--- config.mk ---
export PLATFORM = sky130hd
export DESIGN_NAME = rs485_xcvr_en
export DESIGN_NICKNAME = d
export VERILOG_FILES = /design/src/rtl/rs485_en_pkg.sv /design/src/rtl/rs485_hw_seq.sv /design/src/rtl/rs485_mode_arb.sv /design/src/rtl/rs485_pin_stage.sv /design/src/rtl/rs485_xcvr_en.sv
export SDC_FILE = /design/constraint.sdc
export NUM_CORES = 1
export LEC_CHECK = 0
export BUFFER_PORTS_ARGS = -buffer_cell sky130_fd_sc_hd__buf_2
export CORE_AREA = 3 3 40 42
export CTS_BUF_LIST = sky130_fd_sc_hd__clkbuf_4
export CTS_CLUSTER_SIZE = 10
export DETAILED_ROUTE_END_ITERATION = 16
export DIE_AREA = 0 0 43 45
export PLACE_DENSITY = 0.37
export RECOVER_POWER = 100
export SKIP_CTS_REPAIR_TIMING = 1
export SLEW_MARGIN = 20
export SYNTH_ARGS = -nofsm -noshare
export SYNTH_HDL_FRONTEND = slang
export SYNTH_SLANG_ARGS = --single-unit
export TNS_END_PERCENT = 20
--- constraint.sdc ---
create_clock -name clk_i -period 2.4 [get_ports clk_i]
set_input_delay 0.36 -clock clk_i [delete_from_list [all_inputs] [get_ports clk_i]]
set_output_delay 0.36 -clock clk_i [all_outputs]
set_load 0.02 [all_outputs]
--- src/rtl/rs485_en_pkg.sv ---
package rs485_en_pkg;
  localparam int CtrlW     = 5;
  localparam int CtrlEn    = 0;
  localparam int CtrlRePol = 1;
  localparam int CtrlDePol = 2;
  localparam int ModeLsb   = 3;
  localparam int ModeW     = 2;
  localparam int ModeMsb   = ModeLsb + ModeW - 1;

  typedef enum logic [ModeW-1:0] {
    XM_DUPLEX  = 2'd0,
    XM_SW_EXCL = 2'd1,
    XM_HW_EXCL = 2'd2,
    XM_RSVD    = 2'd3
  } xfer_mode_e;

  typedef enum logic {
    PH_LISTEN = 1'b0,
    PH_TALK   = 1'b1
  } hw_phase_e;
endpackage

--- src/rtl/rs485_hw_seq.sv ---
module rs485_hw_seq
  import rs485_en_pkg::*;
(
  input  logic      clk_i,
  input  logic      rst_ni,
  input  logic      run_i,
  input  logic      de_en_i,
  input  logic      tx_pend_i,
  input  logic      tx_empty_i,
  output hw_phase_e phase_d_o
);
  hw_phase_e phase_q, phase_d;

  always_comb begin
    phase_d = phase_q;
    if (!run_i) begin
      phase_d = PH_LISTEN;
    end else begin
      unique case (phase_q)
        PH_LISTEN: if (tx_pend_i && de_en_i) phase_d = PH_TALK;
        PH_TALK:   if (!de_en_i || (tx_empty_i && !tx_pend_i)) phase_d = PH_LISTEN;
        default:   phase_d = PH_LISTEN;
      endcase
    end
  end

  always_ff @(posedge clk_i or negedge rst_ni) begin
    if (!rst_ni) phase_q <= PH_LISTEN;
    else         phase_q <= phase_d;
  end

  assign phase_d_o = phase_d;
endmodule

--- src/rtl/rs485_mode_arb.sv ---
module rs485_mode_arb
  import rs485_en_pkg::*;
(
  input  xfer_mode_e mode_i,
  input  hw_phase_e  phase_i,
  input  logic       de_en_i,
  input  logic       re_en_i,
  output logic       de_req_o,
  output logic       re_req_o,
  output logic       excl_o
);
  always_comb begin
    de_req_o = 1'b0;
    re_req_o = 1'b0;
    excl_o   = 1'b1;
    unique case (mode_i)
      XM_DUPLEX: begin
        de_req_o = de_en_i;
        re_req_o = re_en_i;
        excl_o   = 1'b0;
      end
      XM_SW_EXCL: begin
        de_req_o = de_en_i;
        re_req_o = re_en_i && !de_en_i;
      end
      default: begin
        // reserved code shares the hardware-exclusive path
        de_req_o = (phase_i == PH_TALK);
        re_req_o = (phase_i == PH_LISTEN) && re_en_i;
      end
    endcase
  end
endmodule

--- src/rtl/rs485_pin_stage.sv ---
module rs485_pin_stage (
  input  logic clk_i,
  input  logic rst_ni,
  input  logic run_i,
  input  logic de_req_i,
  input  logic re_req_i,
  input  logic excl_i,
  input  logic rx_busy_i,
  input  logic de_pol_i,
  input  logic re_pol_i,
  output logic de_o,
  output logic re_o
);
  logic de_q, re_q, de_d, re_d, hold;

  // keep RE through an unfinished frame unless an exclusive mode hands the line to DE
  assign hold = re_q && rx_busy_i && !(excl_i && de_req_i);
  assign de_d = run_i && de_req_i;
  assign re_d = run_i && (re_req_i || hold);

  always_ff @(posedge clk_i or negedge rst_ni) begin
    if (!rst_ni) begin
      de_q <= 1'b0;
      re_q <= 1'b0;
    end else begin
      de_q <= de_d;
      re_q <= re_d;
    end
  end

  assign de_o = de_q ? de_pol_i : !de_pol_i;
  assign re_o = re_q ? re_pol_i : !re_pol_i;
endmodule

--- src/rtl/rs485_xcvr_en.sv ---
module rs485_xcvr_en
  import rs485_en_pkg::*;
(
  input  logic             clk_i,
  input  logic             rst_ni,
  input  logic [CtrlW-1:0] ctrl_i,
  input  logic             de_en_i,
  input  logic             re_en_i,
  input  logic             tx_pend_i,
  input  logic             rx_busy_i,
  input  logic             tx_empty_i,
  output logic             de_o,
  output logic             re_o
);
  xfer_mode_e mode;
  hw_phase_e  phase_d;
  logic       run, hw_run, de_req, re_req, excl;

  assign run    = ctrl_i[CtrlEn];
  assign mode   = xfer_mode_e'(ctrl_i[ModeMsb:ModeLsb]);
  assign hw_run = run && ctrl_i[ModeMsb];

  rs485_hw_seq u_seq (
    .clk_i     (clk_i),
    .rst_ni    (rst_ni),
    .run_i     (hw_run),
    .de_en_i   (de_en_i),
    .tx_pend_i (tx_pend_i),
    .tx_empty_i(tx_empty_i),
    .phase_d_o (phase_d)
  );

  rs485_mode_arb u_arb (
    .mode_i  (mode),
    .phase_i (phase_d),
    .de_en_i (de_en_i),
    .re_en_i (re_en_i),
    .de_req_o(de_req),
    .re_req_o(re_req),
    .excl_o  (excl)
  );

  rs485_pin_stage u_pins (
    .clk_i    (clk_i),
    .rst_ni   (rst_ni),
    .run_i    (run),
    .de_req_i (de_req),
    .re_req_i (re_req),
    .excl_i   (excl),
    .rx_busy_i(rx_busy_i),
    .de_pol_i (ctrl_i[CtrlDePol]),
    .re_pol_i (ctrl_i[CtrlRePol]),
    .de_o     (de_o),
    .re_o     (re_o)
  );
endmodule

# Word-level counts from Yosys, hierarchy flattened
# Index checks and enable logic that the tools add are counted.
# W data, S select, Z words.
[totals]
register_bits = 3
out_inout_bits = 2
word_cells = 34
[classes]
n_eq_ne = 1
mux = 9
n_bitwise = 2
n_reduce_logical = 19
[op_table]
columns = ["cell", "n"]
rows = [
  ["$logic_and A1 B1 Y1", 10],
  ["$mux W1", 7],
  ["$logic_not A1 Y1", 5],
  ["$pmux W1 S2", 2],
  ["$eq A2 B1 Y1 const B", 1],
  ["$logic_not A2 Y1", 1],
  ["$logic_or A1 B1 Y1", 2],
  ["$not A1 Y1", 2],
  ["$reduce_or A2 Y1", 1],
]

# Logic depth before layout (Yosys ltp)
# Gate-level depths: netlist (run 1).
[logic_depth]
ltp_word = 12
depth_mapped = 3
mapped_depth_nobuf = 3

# Cells and area by module
# From an unflattened synthesis (run 1), not the netlist that was laid out.
[hier_totals]
hier_cells = 18
hier_area_um2 = 173.9
[by_module_without_submodules]
columns = ["module", "n_inst", "cells_per_inst", "area_each_um2"]
rows = [
  ["rs485_pin_stage", 1, 8, 93.8],
  ["rs485_hw_seq", 1, 3, 41.3],
  ["rs485_mode_arb", 1, 6, 32.5],
  ["rs485_xcvr_en", 1, 1, 6.3],
]

# Least setup slack after synthesis (run 1)
# No wires, ideal clock.
[synth_timing]
path_kind = "register -> output"
startpoint = "register u_pins.re_q"
endpoint = "output port re_o"
t_arrival_ps = 749
t_required_ps = 2040
path_slack_ps = 1291
path_stages_with_launch = 2
path_buffers = 0
cell_sequence = "dfrtp_1 xnor2_1"
[synth_via]
elab_chain_cells = 1
[synth_lines]
columns = ["item", "line_no", "text"]
rows = [
  ["start, declared", "rs485_pin_stage.sv:14", "logic de_q, re_q, de_d, re_d, hold;"],
  ["start signal, assigned", "rs485_pin_stage.sv:27", "re_q <= re_d;"],
  ["$mux W1", "rs485_pin_stage.sv:32", "assign re_o = re_q ? re_pol_i : !re_pol_i;"],
  ["end, declared", "rs485_xcvr_en.sv:13", "output logic re_o"],
]
# No other way between the ends.

# Worst setup path after layout (run 1)
# Ends and elaborated chain as after synthesis.

==> reports/results.tsv, run 1 <==
stage	metric	value	unit
floorplan	design.portCount	14	
global_route	grt_max_degree	4	
min_path	whs_path_depth	2	
critical_path	critical_path_required	2.04	ns
routing	detailedRoute.firstIterationViolations	1	
clocking	ctsRootBufferMaster	clkbuf_4	
global_route	number_of_global_route_vias_before_repair	196	
timing	setup_tns	0	ns
timing	maxClockFrequency	748	MHz
routing	per_cell_routed_wire_length	8.54	µm
floorplan	die_area	1940	µm²
critical_path	timing.critical_path.to_type	primary output	
routing	met2WireLength	255	µm
status	outcome	completed	
critical_path	r2r_cells	3	
min_path	min-delay-start	de_en_i	
clocking	ctsLongestPathBuffers	2	
placement	finalWeightedCongestion	0.612	
synthesis	synth-simple-area-share	21.1	%
clocking	clk_latency	0.23	ns
synthesis	synth_area_leader_cell	dfrtp_1	
min_path	worst_hold_path.endpoint	u_seq.phase_q$_DFF_PN0_	
synthesis	yosys_warnings	0	
synthesis	synth_cell_types	10	
synthesis	synth_mux_area_share	0	%
placement	place_ws	1.28	ns
global_route	track_usage	4.92	%
synthesis	synthesis.nets	25	
clocking	cts-buffers-inserted	3	
synthesis	synth-compound-area-share	21.1	%
floorplan	chipHeight	45	µm
clocking	cts-htree-levels	1	
synthesis	post_synthesis_adder_cell_area_fraction	0	%
critical_path	critical_path_peak_fanout	2	
finish	antenna-diode-count	0	
synthesis	synth.avg_cell_area	12.3	µm²
power_and_ir_drop	cellLeakagePower	0.141	nW
floorplan	core	1280	µm²
routing	maxUsedRoutingLayer	met3	
critical_path	rrSetupSlack	1.40	ns
synthesis	synth.top_cell.area_share	46.9	%
routing	routed_via_density	3.48	
synthesis	synth_xor_area_share	10.9	%
clocking	cts_tree	built	
timing	rsz0062_at_grt	no	
floorplan	floorplan.die.width	43	µm
timing	report.final.slew_viol_count	0	
floorplan	floorplan.initialDensity	12.5	%
power_and_ir_drop	power.density	670	nW/µm²
synthesis	mappedNetlistArea	160	µm²
synthesis	synth_top_family_by_area	compound AO/OA/AOI/OAI gates	
critical_path	rr_startpoint	u_seq.phase_q$_DFF_PN0_	
clocking	tritoncts_num_sinks	3	
timing	period_minus_slack	1.34	ns
placement	io_buffers	13	
clocking	clk_transition_reported_paths	0.04	ns
global_route	grt_pass1_wl	717	µm
timing	final.setup.worst_slack	1.06	ns
routing	routed_wirelength	393	µm
critical_path	critical_path_arrival	0.98	ns
critical_path	r2r_end	u_pins.re_q$_DFF_PN0_	
synthesis	yosys-top-cells-area	dfrtp_1, xnor2_1, nor2b_4	
timing	final.period_utilization	55.7	%
routing	wl_met1	105	µm
global_route	grt_antenna_before_repair	0	
timing	worstMarginPinSlew	0.266	ns
finish	final_layout_size_suffix_gt1_share	45.2	%
job	drv.max_cap_violation_count	0	
timing	setup-violations-final	0	
global_route	grt.overflow.total	0	
finish	synthToLayoutAreaGrowth	67.2	%
critical_path	worst-setup-path-type	flop to primary output	
routing	drtAntennaViolNets	0	
synthesis	synthCells	13	
min_path	holdCritPathClass	input port to flop	
timing	hold_violations	0	
routing	met3_length	33	µm
routing	detail_route.first_pass.iterations	2	
synthesis	sequential_area_share_after_synthesis	46.9	%
timing	finalClockSkew	0.00392	ns
routing	detail_route.drc_violations	0	
critical_path	startpoint_type	flop	
power_and_ir_drop	vdd.ir_drop.worst	0.000106	V
timing	relSlewSlack	82.2	%
finish	design.final.nets	44	
routing	routed-via-count	160	
floorplan	row_count	13	
synthesis	ys_ff_latch	3	
==> where the power goes <==
group	switching (mW)	internal, mW
clock	0.0241	0.0734
combinational	0.0135	0.0139
sequential	0.00125	0.0533
==> routing by layer <==
layer	GRT usage (%)	vias to the layer above
li1	-	83
met1	4.36	73
met2	8.68	4
met3	1.20	0
met4	5.42	0
met5	0	-
==> cells in the mapped netlist <==
| cell type | number |
|---|---|
| a21o_1 | 1 |
| dfrtp_1 | 3 |
| nor3b_2 | 1 |
| o2111a_1 | 1 |
| nand2_1 | 1 |
| nor2_1 | 1 |
| o21ai_0 | 1 |
| nor2b_4 | 1 |
| o211a_1 | 1 |
| xnor2_1 | 2 |
==> through the flow <==
| stage | cell area [µm²] | total power, mW | hold slack, ns | instances | utilization, % |
|---|---|---|---|---|---|
| floorplan | 160 | 0.0683 | 0.0644 | 13 | - |
| global route | 268 | 0.192 | 0.390 | 46 | 20.8 |
| detailed placement | 244 | 0.0841 | 0.158 | 41 | 19.0 |
| CTS | 274 | 0.184 | -0.0848 | 45 | 21.3 |
| finish | 268 | 0.179 | 0.388 | 46 | 20.8 |
| global placement | 244 | 0.0840 | 0.159 | 41 | 19.0 |
==> state kept, by name (all words and copies together) (netlist names) <==
| signal | cells |
|---|---|
| u_pins.re_q | 1 |
| u_pins.de_q | 1 |
| u_seq.phase_q | 1 |
==> area by class of cell <==
cell class,instances,area [µm²]
flip-flops and latches,3,75.1
clock buffers,4,30.0
well taps,15,18.8
multi-input cells,10,72.6
fillers,146,1020
repair buffers,14,71.3
==> worst max-delay path, cell delays in order (launching register included) <==
cell and delay, ns:
dfrtp_1 0.38, xnor2_1 0.13, clkbuf_1 0.24
==> kinds of logic (layout without fill, tap and decap cells) <==
group | after synthesis | count (layout)
compound gates | 4 | 4
flops | 3 | 3
buf+inv | 0 | 18
xor+xnor | 2 | 2
simple gates | 4 | 4
==> worst max-delay path by stage <==
| stage | from | endpoint | slack [ns] | cells after the start |
|---|---|---|---|---|
| after CTS | u_pins.re_q$_DFF_PN0_ | re_o | 1.12 | 2 |
| final | u_pins.re_q$_DFF_PN0_ | re_o | 1.06 | 2 |
| after floorplan | u_pins.re_q$_DFF_PN0_ | re_o | 1.29 | 1 |
| after global routing | u_pins.re_q$_DFF_PN0_ | re_o | 0.97 | 2 |
| after global placement | ctrl_i[1] | re_o | 1.28 | 3 |
| after detailed placement | ctrl_i[1] | re_o | 1.28 | 3 |
==> placed cells by master, fill, tap and decap left out, drive strengths merged <==
master | Yosys | final
dfrtp | 3 | 3
o21ai | 1 | 1
clkbuf | 0 | 7
o2111a | 1 | 1
a21o | 1 | 1
o211a | 1 | 1
nor2b | 1 | 1
nor3b | 1 | 1
buf | 0 | 10
xnor2 | 2 | 2
nand2 | 1 | 1
nor2 | 1 | 1
dlygate4sd3 | 0 | 1
No activity file was read; power rests on OpenSTA's default activity.
==> run 2: changes to the inputs <==
ABC_AREA = 1   (was default)
PLACE_DENSITY = 0.39   (was 0.37)
clock period = 1.1 ns   (was 2.4 ns; I/O delays follow)
==> run 2 against run 1 <==
  * Total power rose by 130%
  * Non-clock buffer count did not move
  * Largest power group unchanged
  * Via count rose by 3.8%
==> reports/results.tsv, run 2 <==
stage	metric	value	unit
status	outcome	completed	
global_route	number_of_global_route_vias_before_repair	188	
timing	finalClockSkew	0.000174	ns
routing	met2WireLength	127	µm
finish	final_cell_mix	buf_2, nand2_1, inv_1, clkbuf_4, dfrtp_1	
global_route	track_usage	5.42	%
power_and_ir_drop	vdd.ir_drop.worst	0.000330	V
clocking	cts-htree-levels	1	
clocking	cts-buffers-inserted	3	
synthesis	synth.avg_cell_area	7.51	µm²
routing	met3_length	91	µm
floorplan	floorplan.initialDensity	13.4	%
synthesis	synth_area_leader_cell	dfrtp_1	
floorplan	row_count	13	
finish	layout.cells.most_common	buf_2	
global_route	grt_antenna_before_repair	0	
floorplan	chipHeight	45	µm
critical_path	critical_path_peak_fanout	2	
timing	timing.hold.ws	0.176	ns
finish	design.final.nets	54	
routing	routed_wirelength	407	µm
routing	detail_route.drc_violations	0	
critical_path	worst-setup-path-type	flop to primary output	
floorplan	floorplan.die.width	43	µm
synthesis	synth_enable_flop_cells	0	
timing	final.setup.worst_slack	0.0426	ns
timing	report.final.slew_viol_count	0	
critical_path	timing.critical_path.to_type	primary output	
finish	final_layout_size_suffix_gt1_share	41.5	%
synthesis	synth_commonest_cells	inv_1, nand2_1, dfrtp_1	
finish	fill_cells	144	
synthesis	synth.top_cell.area_share	43.5	%
routing	drtAntennaViolNets	0	
clocking	ctsLongestPathBuffers	2	
routing	per_cell_routed_wire_length	7.27	µm
placement	io_buffers	13	
synthesis	ys_dominant_reg_cell	dfrtp_1	
synthesis	synth_cell_types	10	
global_route	grt_pass1_wl	696	µm
timing	period_minus_slack	1.06	ns
finish	footprint_of_the_multi_input_gates	68.8	µm²
timing	maxClockFrequency	946	MHz
global_route	grt.overflow.total	0	
routing	maxUsedRoutingLayer	met3	
placement	dp.final_hpwl	319	µm
finish	antenna-diode-count	0	
critical_path	critical_path_arrival	0.89	ns
synthesis	mappedNetlistArea	173	µm²
finish	final-seq-area	75.1	µm²
synthesis	synthesis.nets	35	
critical_path	startpoint_type	flop	
clocking	ctsRootBufferMaster	clkbuf_4	
synthesis	synth_async_sr_flop_share	100	%
clocking	tritoncts_num_sinks	3	
routing	detail_route.first_pass.iterations	1	
job	drv.max_cap_violation_count	0	
timing	setup-violations-final	0	
synthesis	sequential_area_share_after_synthesis	43.5	%
timing	worstMarginPinSlew	0.151	ns
placement	dp.cells	51	
clocking	cts_tree	built	
finish	synthToLayoutAreaGrowth	70.3	%
floorplan	die_area	1940	µm²
synthesis	synthCells	23	
power_and_ir_drop	post-layout-total-power	0.406	mW
synthesis	ys_ff_latch	3	
power_and_ir_drop	power.density	1380	nW/µm²
synthesis	yosys_warnings	0	
timing	hold_violations	0	
global_route	grt_max_degree	4	
synthesis	yosys-top-cells-area	dfrtp_1, inv_1, nand2_1	
finish	layoutNonFillerInstCount	56	
routing	wl_met1	188	µm
placement	finalWeightedCongestion	0.623	
finish	registers_with_the_most_flip_flops	u_pins.de_q (1), u_pins.re_q (1), u_seq.phase_q (1)	
floorplan	design.portCount	14	
min_path	holdCritPathClass	input port to flop	
placement	place_ws	0.272	ns
clocking	clk_latency	0.23	ns
routing	detailedRoute.firstIterationViolations	0	
power_and_ir_drop	cellLeakagePower	0.181	nW
routing	routed_via_density	2.96	
timing	relSlewSlack	89.9	%
routing	routed-via-count	166	
timing	final.period_utilization	96.1	%
critical_path	critical_path_required	0.94	ns
timing	rsz0062_at_grt	yes	
clocking	clk_transition_reported_paths	0.04	ns
floorplan	core	1280	µm²
-- run 2: worst paths after layout --
check                                         from                       to  slack (ns)  cells past startpoint
min reg2reg                u_seq.phase_q$_DFF_PN0_  u_seq.phase_q$_DFF_PN0_        0.58                      4
min in group asynchronous                   rst_ni  u_seq.phase_q$_DFF_PN0_        0.28                      2
max reg2reg                  u_pins.re_q$_DFF_PN0_    u_pins.re_q$_DFF_PN0_        0.31                      4
max in group asynchronous                   rst_ni    u_pins.re_q$_DFF_PN0_        0.68                      2
max                          u_pins.re_q$_DFF_PN0_                     re_o        0.04                      2
min                                      ctrl_i[0]    u_pins.de_q$_DFF_PN0_        0.18                      3
-- run 2: metal layers --
metal | vias to the layer above | GRT usage, %
met5 | - | 0
met4 | 0 | 7.23
met3 | 0 | 3.98
met2 | 14 | 6.59
met1 | 51 | 5.08
li1 | 101 | -
-- run 2: where the power goes --
| group | switching (mW) | internal [mW] | total [mW] |
|---|---|---|---|
| sequential | 0.00246 | 0.116 | 0.119 |
| combinational | 0.0339 | 0.0367 | 0.0706 |
| clock | 0.0558 | 0.160 | 0.216 |
-- run 2: kinds of logic after synthesis --
logic type                synth area share, %
buffers and inverters                    13.0
DFF                                      43.5
xor gates and xnor gates                 10.1
and+or+nand+nor                          25.4
AOI/OAI and AO/OA                        7.97
-- run 2: layout make-up --
class | count | share of cell area (%)
repair buffers | 14 | 26.8
clock buffers | 4 | 10.2
multi-input cells | 14 | 23.4
inverters | 6 | 7.66
flip-flops and latches | 3 | 25.5
well taps | 15 | 6.38
-- run 2: metrics by stage --
stage               cell area, µm²  utilization, %  TNS [ns]
global route                   294            22.9   -0.0281
CTS                            287            22.3         0
floorplan                      173               -         0
global placement               256            20.0         0
detailed placement             256            20.0         0
finish                         294            22.9         0
-- run 2: worst max-delay path, cell delays in order, from the launching register on --
cell and delay [ns]:
dfrtp_1 0.38, xnor2_1 0.13, buf_4 0.16
